$ cat src/rtl/mac_pkg.sv
package mac_pkg;

    typedef enum logic [2:0] {
        OP_MUL32  = 3'd0,
        OP_MULS16 = 3'd1,
        OP_MULU16 = 3'd2,
        OP_MACW   = 3'd3,
        OP_MACL   = 3'd4
    } mop_e;

    typedef struct packed {
        mop_e        op;
        logic [31:0] a;
        logic [31:0] b;
    } job_t;

    function automatic logic op_valid(input logic [2:0] code);
        return code <= 3'd4;
    endfunction

    function automatic logic op_accum(input mop_e code);
        return (code == OP_MACW) || (code == OP_MACL);
    endfunction

    function automatic logic op_half(input mop_e code);
        return (code == OP_MULS16) || (code == OP_MULU16) || (code == OP_MACW);
    endfunction

    function automatic logic op_signed(input mop_e code);
        return code != OP_MULU16;
    endfunction

    function automatic int unsigned imax(input int unsigned x, input int unsigned y);
        return (x > y) ? x : y;
    endfunction

endpackage

$ cat src/rtl/mac_seq.sv
module mac_seq
    import mac_pkg::*;
#(
    parameter int unsigned LAT_M32   = 2,
    parameter int unsigned LAT_M32_C = 4,
    parameter int unsigned LAT_M16   = 1,
    parameter int unsigned LAT_M16_C = 3,
    parameter int unsigned LAT_MW    = 3,
    parameter int unsigned LAT_MW_C  = 2,
    parameter int unsigned LAT_ML    = 3,
    parameter int unsigned LAT_ML_C  = 4
) (
    input  logic       clk,
    input  logic       rst,
    input  logic       start,
    input  logic [2:0] op,
    input  logic       contend,
    output logic       accept,
    output logic       fire,
    output logic       busy,
    output logic       done
);
    localparam int unsigned LMAX = imax(imax(imax(LAT_M32, LAT_M32_C), imax(LAT_M16, LAT_M16_C)),
                                        imax(imax(LAT_MW, LAT_MW_C), imax(LAT_ML, LAT_ML_C)));
    localparam int unsigned CW   = $clog2(LMAX + 1);

    logic [CW-1:0] cnt_q;
    logic [CW-1:0] lat_sel;
    logic          busy_q;
    logic          done_q;

    always_comb begin
        unique case (op)
            3'd0:    lat_sel = CW'(contend ? LAT_M32_C : LAT_M32);
            3'd1,
            3'd2:    lat_sel = CW'(contend ? LAT_M16_C : LAT_M16);
            3'd3:    lat_sel = CW'(contend ? LAT_MW_C : LAT_MW);
            3'd4:    lat_sel = CW'(contend ? LAT_ML_C : LAT_ML);
            default: lat_sel = '0;
        endcase
    end

    assign accept = start && !busy_q && op_valid(op);
    assign fire   = busy_q && (cnt_q == CW'(1));

    always_ff @(posedge clk) begin
        if (rst) begin
            cnt_q  <= '0;
            busy_q <= 1'b0;
            done_q <= 1'b0;
        end else begin
            done_q <= fire;
            if (accept) begin
                cnt_q  <= lat_sel;
                busy_q <= 1'b1;
            end else if (busy_q) begin
                cnt_q  <= cnt_q - CW'(1);
                if (fire) busy_q <= 1'b0;
            end
        end
    end

    assign busy = busy_q;
    assign done = done_q;

endmodule

$ cat src/rtl/mac_opnd.sv
module mac_opnd
    import mac_pkg::*;
(
    input  logic        clk,
    input  logic        rst,
    input  logic        accept,
    input  logic [2:0]  op,
    input  logic [31:0] a,
    input  logic [31:0] b,
    output job_t        job
);
    job_t job_q;

    always_ff @(posedge clk) begin
        if (rst) begin
            job_q <= '{op: OP_MUL32, a: '0, b: '0};
        end else if (accept) begin
            job_q.op <= mop_e'(op);
            job_q.a  <= a;
            job_q.b  <= b;
        end
    end

    assign job = job_q;

endmodule

$ cat src/rtl/mac_prod.sv
module mac_prod
    import mac_pkg::*;
#(
    parameter int unsigned DW = 32
) (
    input  mop_e            op,
    input  logic [DW-1:0]   a,
    input  logic [DW-1:0]   b,
    output logic [2*DW-1:0] prod
);
    localparam int unsigned HW = DW / 2;

    logic signed [DW:0]     a_ext;
    logic signed [DW:0]     b_ext;
    logic signed [2*DW+1:0] full;

    function automatic logic [DW:0] widen(input logic [DW-1:0] v, input logic half,
                                          input logic sgn);
        logic [DW:0] r;
        if (half)
            r = {{(DW+1-HW){sgn & v[HW-1]}}, v[HW-1:0]};
        else
            r = {sgn & v[DW-1], v};
        return r;
    endfunction

    always_comb begin
        a_ext = widen(a, op_half(op), op_signed(op));
        b_ext = widen(b, op_half(op), op_signed(op));
        full  = a_ext * b_ext;
        prod  = full[2*DW-1:0];
    end

endmodule

$ cat src/rtl/mac_acc.sv
module mac_acc
    import mac_pkg::*;
#(
    parameter int unsigned DW = 32
) (
    input  logic          clk,
    input  logic          rst,
    input  logic          clr,
    input  logic          ld_hi,
    input  logic          ld_lo,
    input  logic [DW-1:0] ld_data,
    input  logic          wr,
    input  logic          accum,
    input  logic [2*DW-1:0] prod,
    output logic [DW-1:0] hi,
    output logic [DW-1:0] lo
);
    logic [DW-1:0]   hi_q, lo_q;
    logic [2*DW-1:0] sum;
    logic [DW-1:0]   hi_n, lo_n;

    always_comb begin
        sum  = {hi_q, lo_q} + prod;
        hi_n = hi_q;
        lo_n = lo_q;
        if (wr) begin
            lo_n = accum ? sum[DW-1:0] : prod[DW-1:0];
            if (accum) hi_n = sum[2*DW-1:DW];
        end
        if (ld_hi) hi_n = ld_data;
        if (ld_lo) lo_n = ld_data;
        if (clr) begin
            hi_n = '0;
            lo_n = '0;
        end
    end

    always_ff @(posedge clk) begin
        if (rst) begin
            hi_q <= '0;
            lo_q <= '0;
        end else begin
            hi_q <= hi_n;
            lo_q <= lo_n;
        end
    end

    assign hi = hi_q;
    assign lo = lo_q;

endmodule

$ cat src/rtl/mac_unit.sv
module mac_unit
    import mac_pkg::*;
#(
    parameter int unsigned DW        = 32,
    parameter int unsigned LAT_M32   = 2,
    parameter int unsigned LAT_M32_C = 4,
    parameter int unsigned LAT_M16   = 1,
    parameter int unsigned LAT_M16_C = 3,
    parameter int unsigned LAT_MW    = 3,
    parameter int unsigned LAT_MW_C  = 2,
    parameter int unsigned LAT_ML    = 3,
    parameter int unsigned LAT_ML_C  = 4
) (
    input  logic          clk,
    input  logic          rst,
    input  logic          start,
    input  logic [2:0]    op,
    input  logic [DW-1:0] opnd_a,
    input  logic [DW-1:0] opnd_b,
    input  logic          contend,
    input  logic          acc_clr,
    input  logic          ld_hi,
    input  logic          ld_lo,
    input  logic [DW-1:0] ld_data,
    output logic          busy,
    output logic          done,
    output logic [DW-1:0] acc_hi,
    output logic [DW-1:0] acc_lo
);
    logic            accept;
    logic            fire;
    job_t            job;
    logic [2*DW-1:0] prod;
    mop_e            op_q;

    mac_seq #(
        .LAT_M32(LAT_M32), .LAT_M32_C(LAT_M32_C),
        .LAT_M16(LAT_M16), .LAT_M16_C(LAT_M16_C),
        .LAT_MW(LAT_MW),   .LAT_MW_C(LAT_MW_C),
        .LAT_ML(LAT_ML),   .LAT_ML_C(LAT_ML_C)
    ) u_seq (
        .clk(clk), .rst(rst), .start(start), .op(op), .contend(contend),
        .accept(accept), .fire(fire), .busy(busy), .done(done)
    );

    mac_opnd u_opnd (
        .clk(clk), .rst(rst), .accept(accept), .op(op),
        .a(opnd_a), .b(opnd_b), .job(job)
    );

    assign op_q = job.op;

    mac_prod #(.DW(DW)) u_prod (
        .op(op_q), .a(job.a), .b(job.b), .prod(prod)
    );

    mac_acc #(.DW(DW)) u_acc (
        .clk(clk), .rst(rst), .clr(acc_clr), .ld_hi(ld_hi), .ld_lo(ld_lo),
        .ld_data(ld_data), .wr(fire), .accum(op_accum(op_q)), .prod(prod),
        .hi(acc_hi), .lo(acc_lo)
    );

endmodule

$ cat config.mk
export PLATFORM = sky130hd
export DESIGN_NAME = mac_unit
export DESIGN_NICKNAME = d
export VERILOG_FILES = /design/src/rtl/mac_pkg.sv /design/src/rtl/mac_seq.sv /design/src/rtl/mac_opnd.sv /design/src/rtl/mac_prod.sv /design/src/rtl/mac_acc.sv /design/src/rtl/mac_unit.sv
export SDC_FILE = /design/constraint.sdc
export NUM_CORES = 2
export LEC_CHECK = 0
export BUFFER_PORTS_ARGS = -buffer_cell sky130_fd_sc_hd__buf_2
export CELL_PAD_IN_SITES_DETAIL_PLACEMENT = 1
export CELL_PAD_IN_SITES_GLOBAL_PLACEMENT = 2
export CORE_MARGIN = 1
export CORE_UTILIZATION = 31
export CTS_CLUSTER_DIAMETER = 30
export DETAILED_ROUTE_END_ITERATION = 8
export PLACE_DENSITY = 0.66
export SYNTH_ARGS = -nofsm -noshare
export SYNTH_HDL_FRONTEND = slang
export SYNTH_SLANG_ARGS = --single-unit
$ cat constraint.sdc
create_clock -name clk -period 30.5 [get_ports clk]
set_clock_uncertainty 0.1 [all_clocks]
set_input_delay 6.1 -clock clk [delete_from_list [all_inputs] [get_ports clk]]
set_output_delay 6.1 -clock clk [all_outputs]
set_load 0.05 [all_outputs]
==> metrics.md <==
| Metric | Value |
|---|---|
| Pwr dens | 38.78 nW/µm² |
| Largest net degree at the start of global routing | 61 |
| Post-CTS setup buffer count | 0 |
| Final worst slack | 17.77 ns |
| Root buffer cell | clkbuf_16 |
| Status | finished clean |
| Critical Path Source Type | flop |
| Setup violators final | 0 |
| Core area | roughly 150000 µm² |
| IO Count | 172 |
| Max_cap viols | 0 |
| Cell taking the most area after synthesis | fa_1 |
| Slowest stage delay, CP | 0.82 ns |
| CP required | 30.82 ns |
| Mux contribution to synthesized area | less than 1% |
| Die W | 390.2 µm |
| Starting Density | roughly 31% |
| # fillers | roughly 18000 |
| Post-synth top area share | approximately half |
| CP most frequent cell | fa_1 |
| Number of global-route vias before repair | 41195 |
| Crit share post-route | 41.74% |
| Vias/cell | about 5 |
| Worst Tran Pin Value | 1.103 ns |
| Synth Area in Simple Gates | 16.25% |
| Drt pass-1 iters | 5 |
| Critical setup path kind | reg2reg |
| Worst IR Drop VDD | 0.04776 mV |
| First-pass GRT wire length | 260.5 mm |
| Mapped Area | 46710 µm² |
| Hold Path Class | reg2reg |
| R2r setup slk | between 15 and 20 ns |
| Synth-to-layout area growth | 7.661% |
| Clock sink count | about 140 |
| Worst-path clk slew | approximately 0.09 ns |
| Synth Area in Adders | between 50% and 60% |
| Final core occ | 33.58% |
| Wirelength, routed | 168.0 mm |
| Max Fclk | 78.55 MHz |
| Synth cell count leaders | fa_1 (1126), inv_1 (1075), nand2_1 (988), and2_1 (334), a21oi_1 (284) |
| Crit. End Element | flop |
| Critical Path Fanout Max | 32 |
| Clock Latency Late Sink | approximately 0.55 ns |
| DRT iter0 DRCs | 1660 |
| Post-synthesis xor/xnor area fraction | 2.381% |
| Final setup TNS | 0 ns |
| Seq/Total Area, Yosys | 5.828% |
| Post-synth EDFFs | 0 |
| Synth async-reset ratio | 0% |
| RSZ-0062 raised after global routing | no |
| Main area contributors after synthesis | fa_1 (48%), inv_1 (8.6%), nand2_1 (7.9%), ha_1 (7.4%), dfxtp_1 (5.8%) |
| CP top delay family | adder cells |
| Fin. max-slew vios | 0 |
| Wirelength per Cell | 22.69 µm |
| Yosys warning total | 0 |
| CTS resizes | 0 |
| Pleak | 24.51 nW |
| Site Rows | 142 |
| Synth unique cells | 80 |
| Max clock buf depth | 2 |
| Ys flop type | dfxtp_1 |
| Final Hold Vio Count | 0 |
| Count of input and output buffers | 171 |
| H-Tree Depth | 4 |
| Post-synthesis compound-gate area fraction | 8.751% |
| CP max-delay cell | dfxtp_1 |
| Routed Antenna Nets | 0 |
| Buffers and inverters on the worst path | 10 |
| Slew Limit Headroom | approximately a quarter |
| Most frequent cell after synthesis | fa_1 |
| Synthesized area per cell | about 8.7 µm² |
| Worst Path Arrival | 13.05 ns |
| Antenna violations before repair | 13 |
| TritonCTS clock tree | done |
| Min cycle time layout | approximately 13 ns |
| GR Overflow Total | 0 |
| Die Area | 152200 µm² |
| Cts hold-fix bufs | 0 |
| Syn nets | 6896 |
| Post-detailed-placement half-perimeter wirelength | approximately 140 mm |
| Share of post-route cells with drive strength above 1 | roughly 6.2% |
| Inserted Clock Buffers | 17 |
| Die Y-Extent | 390.2 µm |
| Vias | 36330 |
| DP Worst Slack | 17.79 ns |
| Total Routing Usage GR | 22.91% |
| Main combinational cell family by area after synthesis | adder cells |
| DR DRC count | 0 |
| Nets | 6883 |
| Final GP Congestion | about 0.87 |
| Seq cells post-synth | 136 |
| Post-Synthesis Cells | 5386 |
==> where the power goes <==
part | total (W) | switching [W] | internal, W
Clock | 0.000248 | 0.000124 | 0.000125
Combinational | 0.00150 | 0.000982 | 0.000518
Sequential | 0.000202 | 0.0000159 | 0.000186
Total | 0.00195 | 0.00112 | 0.000828
==> cell type report <==
class / count / area [µm²] / area share [%]
Inverter: 1076 / 4039 / 8.031
Sequential cell: 136 / 2729 / 5.426
Multi-Input combinational cell: 3885 / 38890 / 77.33
Antenna cell: 2 / 5.005 / 0.009952
Tap cell: 2016 / 2522 / 5.016
Clock buffer: 18 / 439.2 / 0.8733
Clock inverter: 14 / 165.2 / 0.3284
Timing Repair Buffer: 257 / 1504 / 2.990
==> layer usage <==
metal	vias up	GRT usage, %	wire length [µm]	share of wire, %
li1	16115	-	-	-
met1	19499	29.29	72060	43
met2	545	41.23	87450	52
met3	169	2.196	4309	2.6
met4	2	5.711	4191	2.5
met5	-	0	13	0.0077
==> worst paths after layout <==
kind / startpoint / to / cells past startpoint
worst max-delay path: u_opnd.job[47] / u_acc.hi[30] / 46
worst min-delay path: u_opnd.job[46] / u_opnd.job[46] / 2
worst max register to register: u_opnd.job[47] / u_acc.hi[30] / 46
worst min register to register: u_opnd.job[46] / u_opnd.job[46] / 2
==> state kept, by name (all words and copies together), names as in the netlist <==
signal	flops
u_seq.done	1
u_seq.cnt_q	3
u_acc.lo	32
u_seq.busy	1
u_opnd.job	67
u_acc.hi	32
==> layout by cell type (no fill, tap or decap), drive strengths merged, types with 18 or more instances in the layout <==
cell type  count
nor2         210
xnor2         91
o21ai        122
xor2          36
dfxtp        136
and3          19
clkbuf        18
a211oi        23
nand2        988
o21a          34
a21o          56
ha           278
buf          257
a21oi        288
inv         1081
nand2b        20
fa          1126
nand3         30
a31oi         24
nor3          23
and2         334
==> per-stage QoR <==
step | instances | power [W] | hold WS, ns | area (µm²)
2_1_floorplan | 5386 | 0.001184 | 0.3366 | 46710
5_1_grt | 7404 | 0.002115 | 0.3962 | 50290
6_report | 7404 | 0.001950 | 0.3585 | 50290
4_1_cts | 7402 | 0.001983 | 0.3631 | 50290
3_5_place_dp | 7370 | 0.001720 | 0.3519 | 49680
3_3_place_gp | 7370 | 0.001710 | 0.3462 | 49680
==> worst register-to-register path, delay by kind of cell, from the launching register on <==
kind	cells	cell delay, ns
flops	1	0.82
compound gates	10	2.74
xor+xnor	1	0.25
fa+ha+maj	10	4.48
simple gates	15	2.64
buf+inv	10	1.60
==> logic make-up after synthesis <==
| group | Yosys count |
|---|---|
| DFF | 136 |
| adders and majority gates | 1404 |
| and+or+nand+nor | 1693 |
| muxes | 4 |
| AOI/OAI and AO/OA | 657 |
| xor gates and xnor gates | 127 |
| buffers and inverters | 1365 |
(Power assumes the default switching activity.)
